File: config.mk
export PLATFORM = sky130hd
export DESIGN_NAME = smb_cfg_slave
export DESIGN_NICKNAME = d
export VERILOG_FILES = /design/src/rtl/smb_cfg_pkg.sv /design/src/rtl/smb_line_sync.sv /design/src/rtl/smb_reg_bank.sv /design/src/rtl/smb_link_ctrl.sv /design/src/rtl/smb_cfg_slave.sv
export SDC_FILE = /design/constraint.sdc
export NUM_CORES = 1
export LEC_CHECK = 0
export CORE_MARGIN = 1
export CORE_UTILIZATION = 40
export DETAILED_ROUTE_END_ITERATION = 8
export HOLD_SLACK_MARGIN = 0.08
export MAX_ROUTING_LAYER = met4
export PLACE_DENSITY = 0.64
export RECOVER_POWER = 100
export SYNTH_ARGS = -nofsm -noshare
export SYNTH_HDL_FRONTEND = slang
export SYNTH_SLANG_ARGS = --single-unit
export TNS_END_PERCENT = 20
File: constraint.sdc
create_clock -name clk -period 3.1 [get_ports clk]
set_input_delay 0.31 -clock clk [delete_from_list [all_inputs] [get_ports clk]]
set_output_delay 0.31 -clock clk [all_outputs]
set_load 0.005 [all_outputs]
File: src/rtl/smb_cfg_pkg.sv
package smb_cfg_pkg;

  localparam int NUM_REGS = 7;
  localparam int IDX_W    = $clog2(NUM_REGS);
  localparam int BYTE_W   = 8;
  localparam int BANK_W   = NUM_REGS * BYTE_W;

  typedef enum logic [2:0] {
    ST_IDLE,
    ST_ADDR,
    ST_OFFS,
    ST_CNT,
    ST_WDAT,
    ST_RCNT,
    ST_RDAT,
    ST_IGN
  } link_st_t;

  // Power-up contents of each register
  function automatic logic [BYTE_W-1:0] reg_default(input int idx);
    case (idx)
      0:       return 8'h35;
      1:       return 8'hF0;
      2:       return 8'h80;
      3:       return 8'h06;
      6:       return 8'h03;
      default: return 8'h00;
    endcase
  endfunction

  // Bits that a host write may change
  function automatic logic [BYTE_W-1:0] reg_wmask(input int idx);
    case (idx)
      0:       return 8'hFF;
      1:       return 8'hFF;
      2:       return 8'hE0;
      3:       return 8'hFE;
      default: return 8'h00;
    endcase
  endfunction

  // Offsets outside the map start at register 0
  function automatic logic [IDX_W-1:0] norm_index(input logic [BYTE_W-1:0] b);
    if (int'(b) < NUM_REGS) return IDX_W'(b);
    return '0;
  endfunction

  function automatic logic [IDX_W-1:0] next_index(input logic [IDX_W-1:0] i);
    if (int'(i) == NUM_REGS - 1) return '0;
    return i + 1'b1;
  endfunction

  // Number of registers from the index to the end of the map
  function automatic logic [BYTE_W-1:0] read_count(input logic [IDX_W-1:0] i);
    return BYTE_W'(NUM_REGS - int'(i));
  endfunction

endpackage

File: src/rtl/smb_line_sync.sv
module smb_line_sync #(
  parameter int STAGES = 2
) (
  input  logic clk,
  input  logic rst_n,
  input  logic scl_in,
  input  logic sda_in,
  output logic scl_lvl,
  output logic sda_lvl,
  output logic scl_rise,
  output logic scl_fall,
  output logic start_evt,
  output logic stop_evt
);

  logic [STAGES-1:0] scl_ch;
  logic [STAGES-1:0] sda_ch;
  logic              scl_d;
  logic              sda_d;

  generate
    if (STAGES == 1) begin : g_one
      always_ff @(posedge clk or negedge rst_n) begin
        if (!rst_n) begin
          scl_ch <= '1;
          sda_ch <= '1;
        end else begin
          scl_ch <= scl_in;
          sda_ch <= sda_in;
        end
      end
    end else begin : g_chain
      always_ff @(posedge clk or negedge rst_n) begin
        if (!rst_n) begin
          scl_ch <= '1;
          sda_ch <= '1;
        end else begin
          scl_ch <= {scl_ch[STAGES-2:0], scl_in};
          sda_ch <= {sda_ch[STAGES-2:0], sda_in};
        end
      end
    end
  endgenerate

  always_ff @(posedge clk or negedge rst_n) begin
    if (!rst_n) begin
      scl_d <= 1'b1;
      sda_d <= 1'b1;
    end else begin
      scl_d <= scl_lvl;
      sda_d <= sda_lvl;
    end
  end

  assign scl_lvl   = scl_ch[STAGES-1];
  assign sda_lvl   = sda_ch[STAGES-1];
  assign scl_rise  = scl_lvl & ~scl_d;
  assign scl_fall  = ~scl_lvl & scl_d;
  assign start_evt = scl_lvl & scl_d & sda_d & ~sda_lvl;
  assign stop_evt  = scl_lvl & scl_d & ~sda_d & sda_lvl;

endmodule

File: src/rtl/smb_reg_bank.sv
module smb_reg_bank
  import smb_cfg_pkg::*;
(
  input  logic              clk,
  input  logic              rst_n,
  input  logic              wr_en,
  input  logic [IDX_W-1:0]  wr_idx,
  input  logic [BYTE_W-1:0] wr_data,
  input  logic [IDX_W-1:0]  rd_idx,
  output logic [BYTE_W-1:0] rd_data,
  output logic [BANK_W-1:0] regs_flat
);

  generate
    for (genvar g = 0; g < NUM_REGS; g++) begin : g_reg
      localparam logic [BYTE_W-1:0] DEF  = reg_default(g);
      localparam logic [BYTE_W-1:0] MASK = reg_wmask(g);
      logic [BYTE_W-1:0] q;

      always_ff @(posedge clk or negedge rst_n) begin
        if (!rst_n) begin
          q <= DEF;
        end else if (wr_en && (wr_idx == IDX_W'(g))) begin
          q <= (q & ~MASK) | (wr_data & MASK);
        end
      end

      assign regs_flat[g*BYTE_W +: BYTE_W] = q;
    end
  endgenerate

  always_comb begin
    rd_data = '0;
    for (int k = 0; k < NUM_REGS; k++) begin
      if (rd_idx == IDX_W'(k)) rd_data = regs_flat[k*BYTE_W +: BYTE_W];
    end
  end

endmodule

File: src/rtl/smb_link_ctrl.sv
module smb_link_ctrl
  import smb_cfg_pkg::*;
#(
  parameter logic [6:0] DEV_ADDR = 7'h69
) (
  input  logic              clk,
  input  logic              rst_n,
  input  logic              scl_rise,
  input  logic              scl_fall,
  input  logic              start_evt,
  input  logic              stop_evt,
  input  logic              sda_lvl,
  input  logic [BYTE_W-1:0] rd_data,
  output logic [IDX_W-1:0]  rd_idx,
  output logic              wr_en,
  output logic [IDX_W-1:0]  wr_idx,
  output logic [BYTE_W-1:0] wr_data,
  output logic              sda_oe,
  output logic              link_active
);

  localparam logic [BYTE_W-1:0] ADDR_WR = {DEV_ADDR, 1'b0};
  localparam logic [BYTE_W-1:0] ADDR_RD = {DEV_ADDR, 1'b1};
  localparam logic [3:0]        ACK_BIT = 4'd8;
  localparam logic [3:0]        LAST_DB = 4'd7;

  link_st_t          st;
  logic [3:0]        bit_cnt;
  logic [6:0]        shreg;
  logic [BYTE_W-1:0] txreg;
  logic [IDX_W-1:0]  ptr;
  logic [BYTE_W-1:0] remain;
  logic              ack_q;
  logic              tx_slot;
  logic [BYTE_W-1:0] byte_in;
  logic              byte_done;
  logic              ack_slot_end;

  assign byte_in      = {shreg, sda_lvl};
  assign byte_done    = scl_rise && (bit_cnt == LAST_DB) && !tx_slot;
  assign ack_slot_end = scl_rise && (bit_cnt == ACK_BIT);
  assign rd_idx       = ptr;
  assign link_active  = (st != ST_IDLE) && (st != ST_IGN);

  always_ff @(posedge clk or negedge rst_n) begin
    if (!rst_n) begin
      st      <= ST_IDLE;
      bit_cnt <= '0;
      shreg   <= '0;
      txreg   <= '0;
      ptr     <= '0;
      remain  <= '0;
      ack_q   <= 1'b0;
      tx_slot <= 1'b0;
      sda_oe  <= 1'b0;
      wr_en   <= 1'b0;
      wr_idx  <= '0;
      wr_data <= '0;
    end else begin
      wr_en <= 1'b0;
      if (stop_evt || start_evt) begin
        st      <= stop_evt ? ST_IDLE : ST_ADDR;
        bit_cnt <= '0;
        ack_q   <= 1'b0;
        tx_slot <= 1'b0;
        sda_oe  <= 1'b0;
      end else if (scl_rise) begin
        if (bit_cnt != ACK_BIT) begin
          shreg   <= byte_in[6:0];
          bit_cnt <= bit_cnt + 4'd1;
          if (byte_done) begin
            ack_q <= 1'b0;
            case (st)
              ST_ADDR: begin
                if (byte_in == ADDR_WR) begin
                  ack_q <= 1'b1;
                  st    <= ST_OFFS;
                end else if (byte_in == ADDR_RD) begin
                  ack_q <= 1'b1;
                  st    <= ST_RCNT;
                end else begin
                  st <= ST_IGN;
                end
              end
              ST_OFFS: begin
                ack_q <= 1'b1;
                ptr   <= norm_index(byte_in);
                st    <= ST_CNT;
              end
              ST_CNT: begin
                if (byte_in == '0) begin
                  st <= ST_IGN;
                end else begin
                  ack_q  <= 1'b1;
                  remain <= byte_in;
                  st     <= ST_WDAT;
                end
              end
              ST_WDAT: begin
                if (remain != '0) begin
                  ack_q   <= 1'b1;
                  wr_en   <= 1'b1;
                  wr_idx  <= ptr;
                  wr_data <= byte_in;
                  ptr     <= next_index(ptr);
                  remain  <= remain - 8'd1;
                end else begin
                  st <= ST_IGN;
                end
              end
              default: ;
            endcase
          end
        end else begin
          // ninth clock of the slot: acknowledge bit on the bus
          bit_cnt <= '0;
          ack_q   <= 1'b0;
          if (tx_slot) begin
            if (!sda_lvl) begin
              txreg <= rd_data;
              ptr   <= next_index(ptr);
            end else begin
              tx_slot <= 1'b0;
              st      <= ST_IGN;
            end
          end else if (st == ST_RCNT) begin
            tx_slot <= 1'b1;
            txreg   <= read_count(ptr);
            st      <= ST_RDAT;
          end
        end
      end else if (scl_fall) begin
        if (bit_cnt == ACK_BIT) begin
          sda_oe <= tx_slot ? 1'b0 : ack_q;
        end else begin
          sda_oe <= tx_slot & ~txreg[3'd7 - bit_cnt[2:0]];
        end
      end
    end
  end

  // ack_slot_end is a named event for readability of the slot boundary
  logic unused_evt;
  assign unused_evt = ack_slot_end;

endmodule

File: src/rtl/smb_cfg_slave.sv
module smb_cfg_slave
  import smb_cfg_pkg::*;
#(
  parameter logic [6:0] DEV_ADDR    = 7'h69,
  parameter int         SYNC_STAGES = 2
) (
  input  logic       clk,
  input  logic       pd_rst_n,
  input  logic       scl_in,
  input  logic       sda_in,
  output logic       sda_oe,
  output logic       ssc_down_en,
  output logic       sw_ctl_mode,
  output logic       sw_out_en,
  output logic [3:0] margin50,
  output logic       oe_ck50_b,
  output logic       oe_ck32,
  output logic       oe_ck50_a,
  output logic       oe_cksel,
  output logic [11:0] oe_diff,
  output logic [2:0] cksel_mode
);

  logic              scl_lvl;
  logic              sda_lvl;
  logic              scl_rise;
  logic              scl_fall;
  logic              start_evt;
  logic              stop_evt;
  logic              wr_en;
  logic [IDX_W-1:0]  wr_idx;
  logic [BYTE_W-1:0] wr_data;
  logic [IDX_W-1:0]  rd_idx;
  logic [BYTE_W-1:0] rd_data;
  logic [BANK_W-1:0] regs_flat;
  logic              link_active;

  smb_line_sync #(.STAGES(SYNC_STAGES)) sync_i (
    .clk       (clk),
    .rst_n     (pd_rst_n),
    .scl_in    (scl_in),
    .sda_in    (sda_in),
    .scl_lvl   (scl_lvl),
    .sda_lvl   (sda_lvl),
    .scl_rise  (scl_rise),
    .scl_fall  (scl_fall),
    .start_evt (start_evt),
    .stop_evt  (stop_evt)
  );

  smb_link_ctrl #(.DEV_ADDR(DEV_ADDR)) link_i (
    .clk         (clk),
    .rst_n       (pd_rst_n),
    .scl_rise    (scl_rise),
    .scl_fall    (scl_fall),
    .start_evt   (start_evt),
    .stop_evt    (stop_evt),
    .sda_lvl     (sda_lvl),
    .rd_data     (rd_data),
    .rd_idx      (rd_idx),
    .wr_en       (wr_en),
    .wr_idx      (wr_idx),
    .wr_data     (wr_data),
    .sda_oe      (sda_oe),
    .link_active (link_active)
  );

  smb_reg_bank bank_i (
    .clk       (clk),
    .rst_n     (pd_rst_n),
    .wr_en     (wr_en),
    .wr_idx    (wr_idx),
    .wr_data   (wr_data),
    .rd_idx    (rd_idx),
    .rd_data   (rd_data),
    .regs_flat (regs_flat)
  );

  logic [BYTE_W-1:0] r0, r1, r2, r3;
  assign r0 = regs_flat[0*BYTE_W +: BYTE_W];
  assign r1 = regs_flat[1*BYTE_W +: BYTE_W];
  assign r2 = regs_flat[2*BYTE_W +: BYTE_W];
  assign r3 = regs_flat[3*BYTE_W +: BYTE_W];

  assign ssc_down_en = r0[7];
  assign sw_ctl_mode = r0[6];
  assign sw_out_en   = r0[5];
  assign margin50    = r0[4:1];
  assign oe_ck50_b   = r0[0];
  assign oe_ck32     = r1[7];
  assign oe_ck50_a   = r1[6];
  assign oe_cksel    = r1[5];
  assign oe_diff     = {r1[4:0], r3[7:1]};
  assign cksel_mode  = r2[7:5];

  logic unused_bits;
  assign unused_bits = ^{r2[4:0], r3[0], scl_lvl};

endmodule

==> flow_metrics.py, run 1 <==
metrics = {
    "floorplanning": {
        "die_area_um2": 10570,
        "start_util": 0.4141,
        "die_x_um": 102.8,
        "io_pins": 31,
        "rows": 36,
        "core_um2": 9819,
        "die_h_um": 102.8,
    },
    "clock_tree": {
        "clk_latency_ns": 0.35,
        "clock_sinks": 80,
        "cts_tree": "built",
        "cts_buffers": 9,
        "ctsHoldBuffers": 0,
        "ctsResizeCount": 0,
        "clk_pin_slew_ns": 0.09,
        "ctsHtreeMaxLevel": 3,
        "cts_max_path_buffers": 2,
        "postCtsSetupBuffers": 0,
        "root_buffer": "clkbuf_8",
    },
    "synth": {
        "syn_area_um2": 4066,
        "ys.flop_type": "dfrtp_1",
        "yosysUniqueCellTypes": 67,
        "synth_nets": 365,
        "synth_area_per_cell_um2": 11.42,
        "synth-async-reset-ratio": 1.000,
        "synthAdderAreaFrac": 0.01538,
        "yosys_warnings": 0,
        "synth-xor-area-share": 0.006462,
        "synth_top_family_by_area": "multiplexers",
        "synth_area_leaders": "dfrtp_1, dfstp_2, mux2_2",
        "seq_area_frac_synth": 0.4975,
        "yosysMostFrequentCell": "dfrtp_1",
        "yosysTopAreaCell": "dfrtp_1",
        "synthTopCellsByCount": "dfrtp_1, mux2_2, nand2_1",
        "synth.top_cell.area_share": 0.3877,
        "ys_seq_elements": 80,
        "synth_edf_count": 0,
        "synthMuxAreaShare": 0.1631,
        "yosys.area_share.simple": 0.1305,
        "synth_compound_area_frac": 0.1495,
        "synthCells": 356,
    },
    "grt": {
        "antenna_found_initial": 0,
        "grt_pass1_wl_um": 14510,
        "track_usage": 0.1862,
        "grt_max_degree": 81,
        "grt_pass1_vias": 2817,
        "globalRouteOverflowTotal": 0,
    },
    "critical_path": {
        "cpMaxStageDelayCell": "dfstp_1",
        "crit_chain": "nor2b_1, and2_0, a32oi_1, a211oi_1, mux2_1",
        "max_stage_delay_ns": 0.60,
        "cp_max_fo": 8,
        "crit_buf_inv": 0,
        "startpoint_type": "register",
        "worstSetupPathType": "register to register",
        "endpoint_kind": "register",
        "worst-endpoint-required_ns": 3.34,
        "cp.arrival_ns": 2.67,
        "crit_family": "simple AND/OR/NAND/NOR gates",
    },
    "sta": {
        "rsz0062_at_grt": "no",
        "fin_skew_ns": 0.01626,
        "fin_ws_ns": 0.6660,
        "hold_violations": 0,
        "max_clock_freq_mhz": 410.8,
        "slew_headroom": -0.3102,
        "finalMaxSlewViolations": 81,
        "whs_ns": 0.3656,
        "fin_setup_tns_ns": 0,
        "finalCritPeriodShare": 0.7852,
        "period_minus_slack_ns": 2.434,
        "worst_slew_pin_slew_ns": 1.965,
        "setup_violations": 0,
    },
    "pwr": {
        "leakage_uw": 0.002003,
        "peakVddDrop_v": 0.0002331,
        "p_total_uw": 2404,
        "power_density_nw_per_um2": 525.4,
    },
    "min_path": {
        "hold_path.class": "register to register",
    },
    "drt": {
        "viasPerCell": 5.561,
        "antenna_left": 0,
        "drc": 0,
        "first_pass_iters": 4,
        "drtIter0Drc": 115,
        "avgRoutedWirePerCell_um": 16.84,
        "routed_wl_um": 8738,
        "via_count": 2886,
    },
    "outcome": {
        "violations": "max-capacitance violations, max-slew violations",
        "status": "finished with violations",
    },
    "layout": {
        "insertedDiodeCount": 0,
        "syn2layout_area_growth_pct": 12.52,
        "drive_above_1_share": 0.1917,
        "fin_nets": 390,
        "fillers": 958,
    },
    "place": {
        "port_buffers": 30,
        "place_worst_setup_slack_ns": 0.8853,
        "hpwl_um": 5959,
        "gp_congestion": 0.8326,
    },
    "run": {
        "maxCapViolCount": 1,
    },
}
[placed cells by master, fill, tap and decap left out, types with 9 or more instances in the layout]
cell type and n:
mux2_2 37, nor2_1 19, dlygate4sd3_1 21, dfstp_1 10
dfrtp_1 63, a21oi_1 13, clkbuf_8 9, nand2_1 32
mux2i_1 10, inv_1 12, o21ai_0 26
[logic make-up (layout without fill, tap and decap cells)]
group / Yosys count / in the layout
xor gates and xnor gates: 3 / 3
DFF: 80 / 80
buffers and inverters: 31 / 61
and+or+nand+nor: 92 / 92
adders and majority gates: 5 / 5
AOI/OAI and AO/OA: 88 / 88
muxes: 57 / 57
[report_power, final]
group	switching (uW)	total [uW]	internal, uW
clock	414	718	304
combinational	230	427	197
sequential	141	1260	1120
total	785	2400	1620
[flip-flops by register name, indices dropped and copies added, names as in the netlist]
signal	count
link_i.shreg	7
sync_i.scl_d	1
link_i.txreg	8
bank_i.g.q	26
link_i.sda_oe	1
link_i.wr_en	1
sync_i.sda_d	1
link_i.wr_data	8
sync_i.sda_ch	2
link_i.wr_idx	3
link_i.tx_slot	1
sync_i.scl_ch	2
link_i.bit_cnt	4
link_i.remain	8
link_i.ack_q	1
link_i.st	3
link_i.rd_idx	3
[layout make-up]
| type | count | area [um2] | share of cell area |
|---|---|---|---|
| Sequential cell | 80 | 2023 | 0.4422 |
| Multi-Input combinational cell | 245 | 1851 | 0.4044 |
| Timing Repair Buffer | 33 | 310.3 | 0.06782 |
| Tap cell | 133 | 166.4 | 0.03637 |
| Clock buffer | 10 | 127.6 | 0.02789 |
| Clock inverter | 6 | 52.55 | 0.01148 |
| Inverter | 12 | 45.04 | 0.009844 |
[worst paths after layout]
| check | from | endpoint | slack [ns] | cells past startpoint |
|---|---|---|---|---|
| min in group asynchronous | pd_rst_n | link_i.st[2] | 0.51 | 1 |
| max in group asynchronous | pd_rst_n | link_i.wr_data[7] | 1.43 | 1 |
| min reg2reg | sync_i.sda_ch[0] | sync_i.sda_ch[1] | 0.37 | 0 |
| max reg2reg | sync_i.scl_ch[1] | link_i.rd_idx[2] | 0.67 | 5 |
| min | sync_i.sda_ch[0] | sync_i.sda_ch[1] | 0.37 | 0 |
| max | sync_i.scl_ch[1] | link_i.rd_idx[2] | 0.67 | 5 |
[through the flow]
| stage | cell area, um2 | utilization | std cells |
|---|---|---|---|
| after global placement | 4446 | 0.4527 | 503 |
| after CTS | 4626 | 0.4711 | 519 |
| after detailed placement | 4446 | 0.4527 | 503 |
| after floorplan | 4066 | - | 356 |
| after global routing | 4576 | 0.4660 | 519 |
| final | 4576 | 0.4660 | 519 |
[per-layer routing]
metal	share of wire	vias up	global-route usage	wire length, um
li1	-	1348	-	-
met1	0.48	1468	0.2570	4237
met2	0.47	57	0.2815	4112
met3	0.029	13	0.02847	252
met4	0.016	0	0.06176	136
met5	0	-	-	0
(Power assumes the default switching activity.)
==> run 2: changes to the inputs <==
clock period = 2.3 ns   (was 3.1 ns; I/O delays follow)
==> run 2 against run 1 <==
Compared with the run above:
- the flow now finishes without violations
- non-clock buffer count up 12
- maximum frequency up 16%
- register-to-register slack worse by 0.46 ns
- cell area up 3.1%
- die area unchanged
- sequential share of layout area down 1.3 points
- cell count up 2.3%
- worst hold slack about the same
- core utilization up 1.4 points
- critical path depth up 1
==> flow_metrics.py, run 2 (synthesized netlist as in run 1, its figures left out) <==
metrics = {
    "outcome": {
        "status": "complete, no violations",
    },
    "sta": {
        "finalMaxSlewViolations": 0,
        "fin_setup_tns_ns": 0,
        "period_minus_slack_ns": 2.091,
        "finalCritPeriodShare": 0.9091,
        "slew_headroom": 0.3116,
        "worst_slew_pin_slew_ns": 1.033,
        "setup_violations": 0,
        "fin_skew_ns": 0.01370,
        "hold_violations": 0,
        "max_clock_freq_mhz": 478.2,
        "rsz0062_at_grt": "no",
    },
    "clock_tree": {
        "ctsHtreeMaxLevel": 3,
        "root_buffer": "clkbuf_8",
        "clk_pin_slew_ns": 0.09,
        "ctsResizeCount": 0,
        "clock_sinks": 80,
        "postCtsSetupBuffers": 0,
        "clk_latency_ns": 0.37,
        "cts_max_path_buffers": 2,
        "cts_tree": "built",
        "cts_buffers": 9,
        "ctsHoldBuffers": 1,
    },
    "drt": {
        "via_count": 2876,
        "antenna_left": 0,
        "routed_wl_um": 8961,
        "drtIter0Drc": 158,
        "avgRoutedWirePerCell_um": 16.88,
        "viasPerCell": 5.416,
        "drc": 0,
        "first_pass_iters": 4,
    },
    "critical_path": {
        "cp.arrival_ns": 2.35,
        "rr_startpoint": "link_i.bit_cnt[0]",
        "crit_buf_inv": 0,
        "startpoint_type": "register",
        "cpMaxStageDelayCell": "dfrtp_1",
        "worstSetupPathType": "register to register",
        "cp_max_fo": 3,
        "endpoint_kind": "register",
        "crit_family": "simple AND/OR/NAND/NOR gates",
        "r2r_cells": 6,
        "crit_chain": "ha_1, and4bb_1, and2_0, a32oi_1, a211oi_2, mux2_1",
        "worst-endpoint-required_ns": 2.56,
        "r2r_slack_ns": 0.21,
        "max_stage_delay_ns": 0.39,
        "rr_endpoint": "link_i.rd_idx[2]",
    },
    "grt": {
        "grt_max_degree": 42,
        "globalRouteOverflowTotal": 0,
        "grt_pass1_wl_um": 15060,
        "antenna_found_initial": 0,
        "grt_pass1_vias": 2889,
        "track_usage": 0.1942,
    },
    "layout": {
        "final_area_um2": 4717,
        "largest_register_ffs": 26,
        "final_common_cell": "dfrtp_1",
        "top_register": "bank_i.g.q",
        "syn2layout_area_growth_pct": 16.00,
        "fin_nets": 402,
        "insertedDiodeCount": 0,
        "fillers": 940,
        "final_cell_mix": "dfrtp_1, mux2_2, nand2_1",
        "fin_util": 0.4804,
        "drive_above_1_share": 0.2236,
    },
    "floorplanning": {
        "rows": 36,
        "die_h_um": 102.8,
        "die_area_um2": 10570,
        "die_x_um": 102.8,
        "start_util": 0.4141,
        "core_um2": 9819,
        "io_pins": 31,
    },
    "min_path": {
        "worstHoldPathCells": 0,
        "whs_endpoint": "sync_i.sda_ch[1]",
        "hold_path.class": "register to register",
        "hold_start": "sync_i.sda_ch[0]",
    },
    "place": {
        "port_buffers": 30,
        "gp_congestion": 0.8849,
        "place_area_um2": 4541,
        "hpwl_um": 6206,
    },
    "run": {
        "maxCapViolCount": 0,
    },
    "pwr": {
        "peakVddDrop_v": 0.0003497,
        "power_density_nw_per_um2": 725.4,
        "leakage_uw": 0.002087,
    },
}
-- run 2: cell type report --
type	count	area, um2	area share
Clock inverter	7	86.33	0.01830
Sequential cell	80	2023	0.4289
Tap cell	133	166.4	0.03528
Multi-Input combinational cell	245	1868	0.3960
Inverter	12	45.04	0.009549
Timing Repair Buffer	45	404.1	0.08568
Clock buffer	9	123.9	0.02626
-- run 2: worst max-delay path by stage --
stage | endpoint | cells past startpoint | from
2_1_floorplan | link_i.st[0] | 8 | link_i.bit_cnt[0]
3_3_place_gp | link_i.st[2] | 7 | link_i.bit_cnt[1]
3_5_place_dp | link_i.st[0] | 7 | link_i.bit_cnt[1]
4_1_cts | link_i.st[0] | 7 | link_i.bit_cnt[1]
5_1_grt | link_i.rd_idx[2] | 6 | link_i.bit_cnt[0]
6_report | link_i.rd_idx[2] | 6 | link_i.bit_cnt[0]
-- run 2: through the flow --
stage               hold WS (ns)  cells  setup WS [ns]  total power, uW
finish                    0.3651    531         0.2090             3422
global route              0.3689    531        0.05796             3589
CTS                       0.2638    531         0.2475             3458
detailed placement        0.2642    514         0.2778             2327
global placement          0.2538    514         0.3263             2311
floorplan               -0.06559    356         0.3325             2167
-- run 2: routing by layer --
metal  share of wire  track usage  vias to the layer above
met1            0.50       0.2701                     1428
met4           0.018      0.06284                        0
met2            0.46       0.2877                       56
li1                -            -                     1376
met3           0.024      0.03525                       16
met5               0            -                        -
-- run 2: report_power, final --
group          total (uW)  internal [uW]  switching (uW)
Combinational         603            284             319
Sequential           1690           1510             187
Clock                1130            526             599
==> run 3: changes to the inputs <==
--- a/config.mk
+++ b/config.mk
@@ -9,2 +9,3 @@
 export CORE_UTILIZATION = 40
+export CTS_BUF_LIST = sky130_fd_sc_hd__clkbuf_4 sky130_fd_sc_hd__clkbuf_8
 export DETAILED_ROUTE_END_ITERATION = 8
==> constraint.sdc (replaced) <==
create_clock -name clk -period 2.3 [get_ports clk]
set_input_delay 0.46 -clock clk [delete_from_list [all_inputs] [get_ports clk]]
set_output_delay 0.46 -clock clk [all_outputs]
set_load 0.005 [all_outputs]
==> run 3 against run 2 <==
Compared with the run above:
- core utilization shrank 0.65 points
- wire length shrank 0.96%
- clock skew is essentially flat
- via count shrank 0.83%
- die area is the same
- maximum frequency shrank 2.7%
- global-route usage is essentially flat
- setup slack lost 0.058 ns
- first-iteration DRC count shrank 26%
- non-clock buffer count shrank 3
- cell count shrank 0.56%
- largest cell class unchanged
==> flow_metrics.py, run 3 (synthesized netlist as in run 1, its figures left out) <==
metrics = {
    "sta": {
        "period_minus_slack_ns": 2.149,
        "rsz0062_at_grt": "no",
        "setup_violations": 0,
        "worst_slew_pin_slew_ns": 1.071,
        "finalMaxSlewViolations": 0,
        "fin_setup_tns_ns": 0,
        "hold_violations": 0,
        "finalCritPeriodShare": 0.9343,
        "fin_ws_ns": 0.1511,
        "max_clock_freq_mhz": 465.4,
        "fin_skew_ns": 0.01372,
        "slew_headroom": 0.2758,
    },
    "critical_path": {
        "startpoint_type": "register",
        "worst-endpoint-required_ns": 2.54,
        "crit_chain": "inv_1, ha_1, and3b_1, o21ai_2, a211oi_2, a211oi_2, mux2_1",
        "max_stage_delay_ns": 0.49,
        "cpMaxStageDelayCell": "dfrtp_1",
        "cp.arrival_ns": 2.39,
        "crit_buf_inv": 1,
        "worstSetupPathType": "register to register",
        "cp_max_fo": 8,
        "path_common_cell": "a211oi_2",
        "crit_family": "compound AO/OA/AOI/OAI gates",
        "r2r_slack_ns": 0.15,
        "endpoint_kind": "register",
    },
    "pwr": {
        "peakVddDrop_v": 0.0003517,
        "power_density_nw_per_um2": 693.3,
        "leakage_uw": 0.002049,
    },
    "clock_tree": {
        "ctsHtreeMaxLevel": 3,
        "cts_buffers": 9,
        "cts_max_path_buffers": 2,
        "ctsResizeCount": 0,
        "root_buffer": "clkbuf_8",
        "cts_tree": "built",
        "postCtsSetupBuffers": 0,
        "clk_pin_slew_ns": 0.09,
        "clock_sinks": 80,
        "ctsHoldBuffers": 0,
        "clk_latency_ns": 0.36,
    },
    "drt": {
        "drtIter0Drc": 117,
        "routed_wl_um": 8875,
        "drc": 0,
        "first_pass_iters": 4,
        "antenna_left": 0,
        "viasPerCell": 5.402,
        "avgRoutedWirePerCell_um": 16.81,
        "via_count": 2852,
    },
    "floorplanning": {
        "start_util": 0.4141,
        "io_pins": 31,
        "die_area_um2": 10570,
        "core_um2": 9819,
        "die_h_um": 102.8,
        "die_x_um": 102.8,
        "rows": 36,
    },
    "grt": {
        "globalRouteOverflowTotal": 0,
        "grt_pass1_wl_um": 14900,
        "grt_pass1_vias": 2792,
        "antenna_found_initial": 0,
        "grt_max_degree": 43,
        "track_usage": 0.1941,
    },
    "layout": {
        "fin_cells": 528,
        "largest_register_ffs": 26,
        "insertedDiodeCount": 0,
        "top_register": "bank_i.g.q",
        "final_common_cell": "dfrtp_1",
        "fin_nets": 399,
        "final_cell_mix": "dfrtp_1, mux2_2, nand2_1",
        "final_area_um2": 4653,
        "syn2layout_area_growth_pct": 14.43,
        "drive_above_1_share": 0.2228,
    },
    "outcome": {
        "status": "complete, no violations",
    },
    "run": {
        "maxCapViolCount": 0,
    },
    "place": {
        "place_area_um2": 4526,
        "port_buffers": 30,
        "place_worst_setup_slack_ns": 0.1613,
        "gp_congestion": 0.8612,
        "hpwl_um": 6147,
        "place_inst": 512,
    },
    "min_path": {
        "hold_path.class": "primary input to asynchronous set/reset pin",
    },
}
## run 3: final timing paths
| kind | start | endpoint | depth (start not counted) |
|---|---|---|---|
| worst max-delay path | link_i.bit_cnt[0] | link_i.st[0] | 7 |
| worst min-delay path | pd_rst_n | link_i.st[2] | 1 |
| worst max register to register | link_i.bit_cnt[0] | link_i.st[0] | 7 |
| worst min register to register | sync_i.scl_ch[0] | sync_i.scl_ch[1] | 0 |
| max in group asynchronous | pd_rst_n | link_i.shreg[1] | 2 |
| min in group clk | sync_i.scl_ch[0] | sync_i.scl_ch[1] | 0 |
## run 3: routing by layer
metal	vias to the layer above	part of all wire	global-route usage
li1	1368	-	-
met2	55	0.47	0.2795
met5	-	0	-
met1	1422	0.50	0.2748
met3	7	0.024	0.03525
met4	0	0.012	0.06717
## run 3: stage by stage
| step | utilization | hold slack [ns] | total power, uW |
|---|---|---|---|
| final | 0.4739 | 0.2795 | 3226 |
| after global routing | 0.4739 | 0.3584 | 3405 |
| after CTS | 0.4790 | 0.09979 | 3278 |
| after detailed placement | 0.4609 | 0.3482 | 2310 |
| after global placement | 0.4609 | 0.3483 | 2295 |
| after floorplan | - | 0.1644 | 2167 |
## run 3: cell type report
cell class                      instances  area (um2)
Clock buffer                            9       123.9
Clock inverter                          7       53.80
Fill cell                             969        5166
Inverter                               12       45.04
Multi-Input combinational cell        245        1864
Sequential cell                        80        2023
Tap cell                              133       166.4
Timing Repair Buffer                   42       376.6
## run 3: where the power goes
group	internal, uW	switching (uW)	leakage, uW
logic	272	302	0.000933
registers	1510	192	0.00103
clock network	399	555	0.0000822
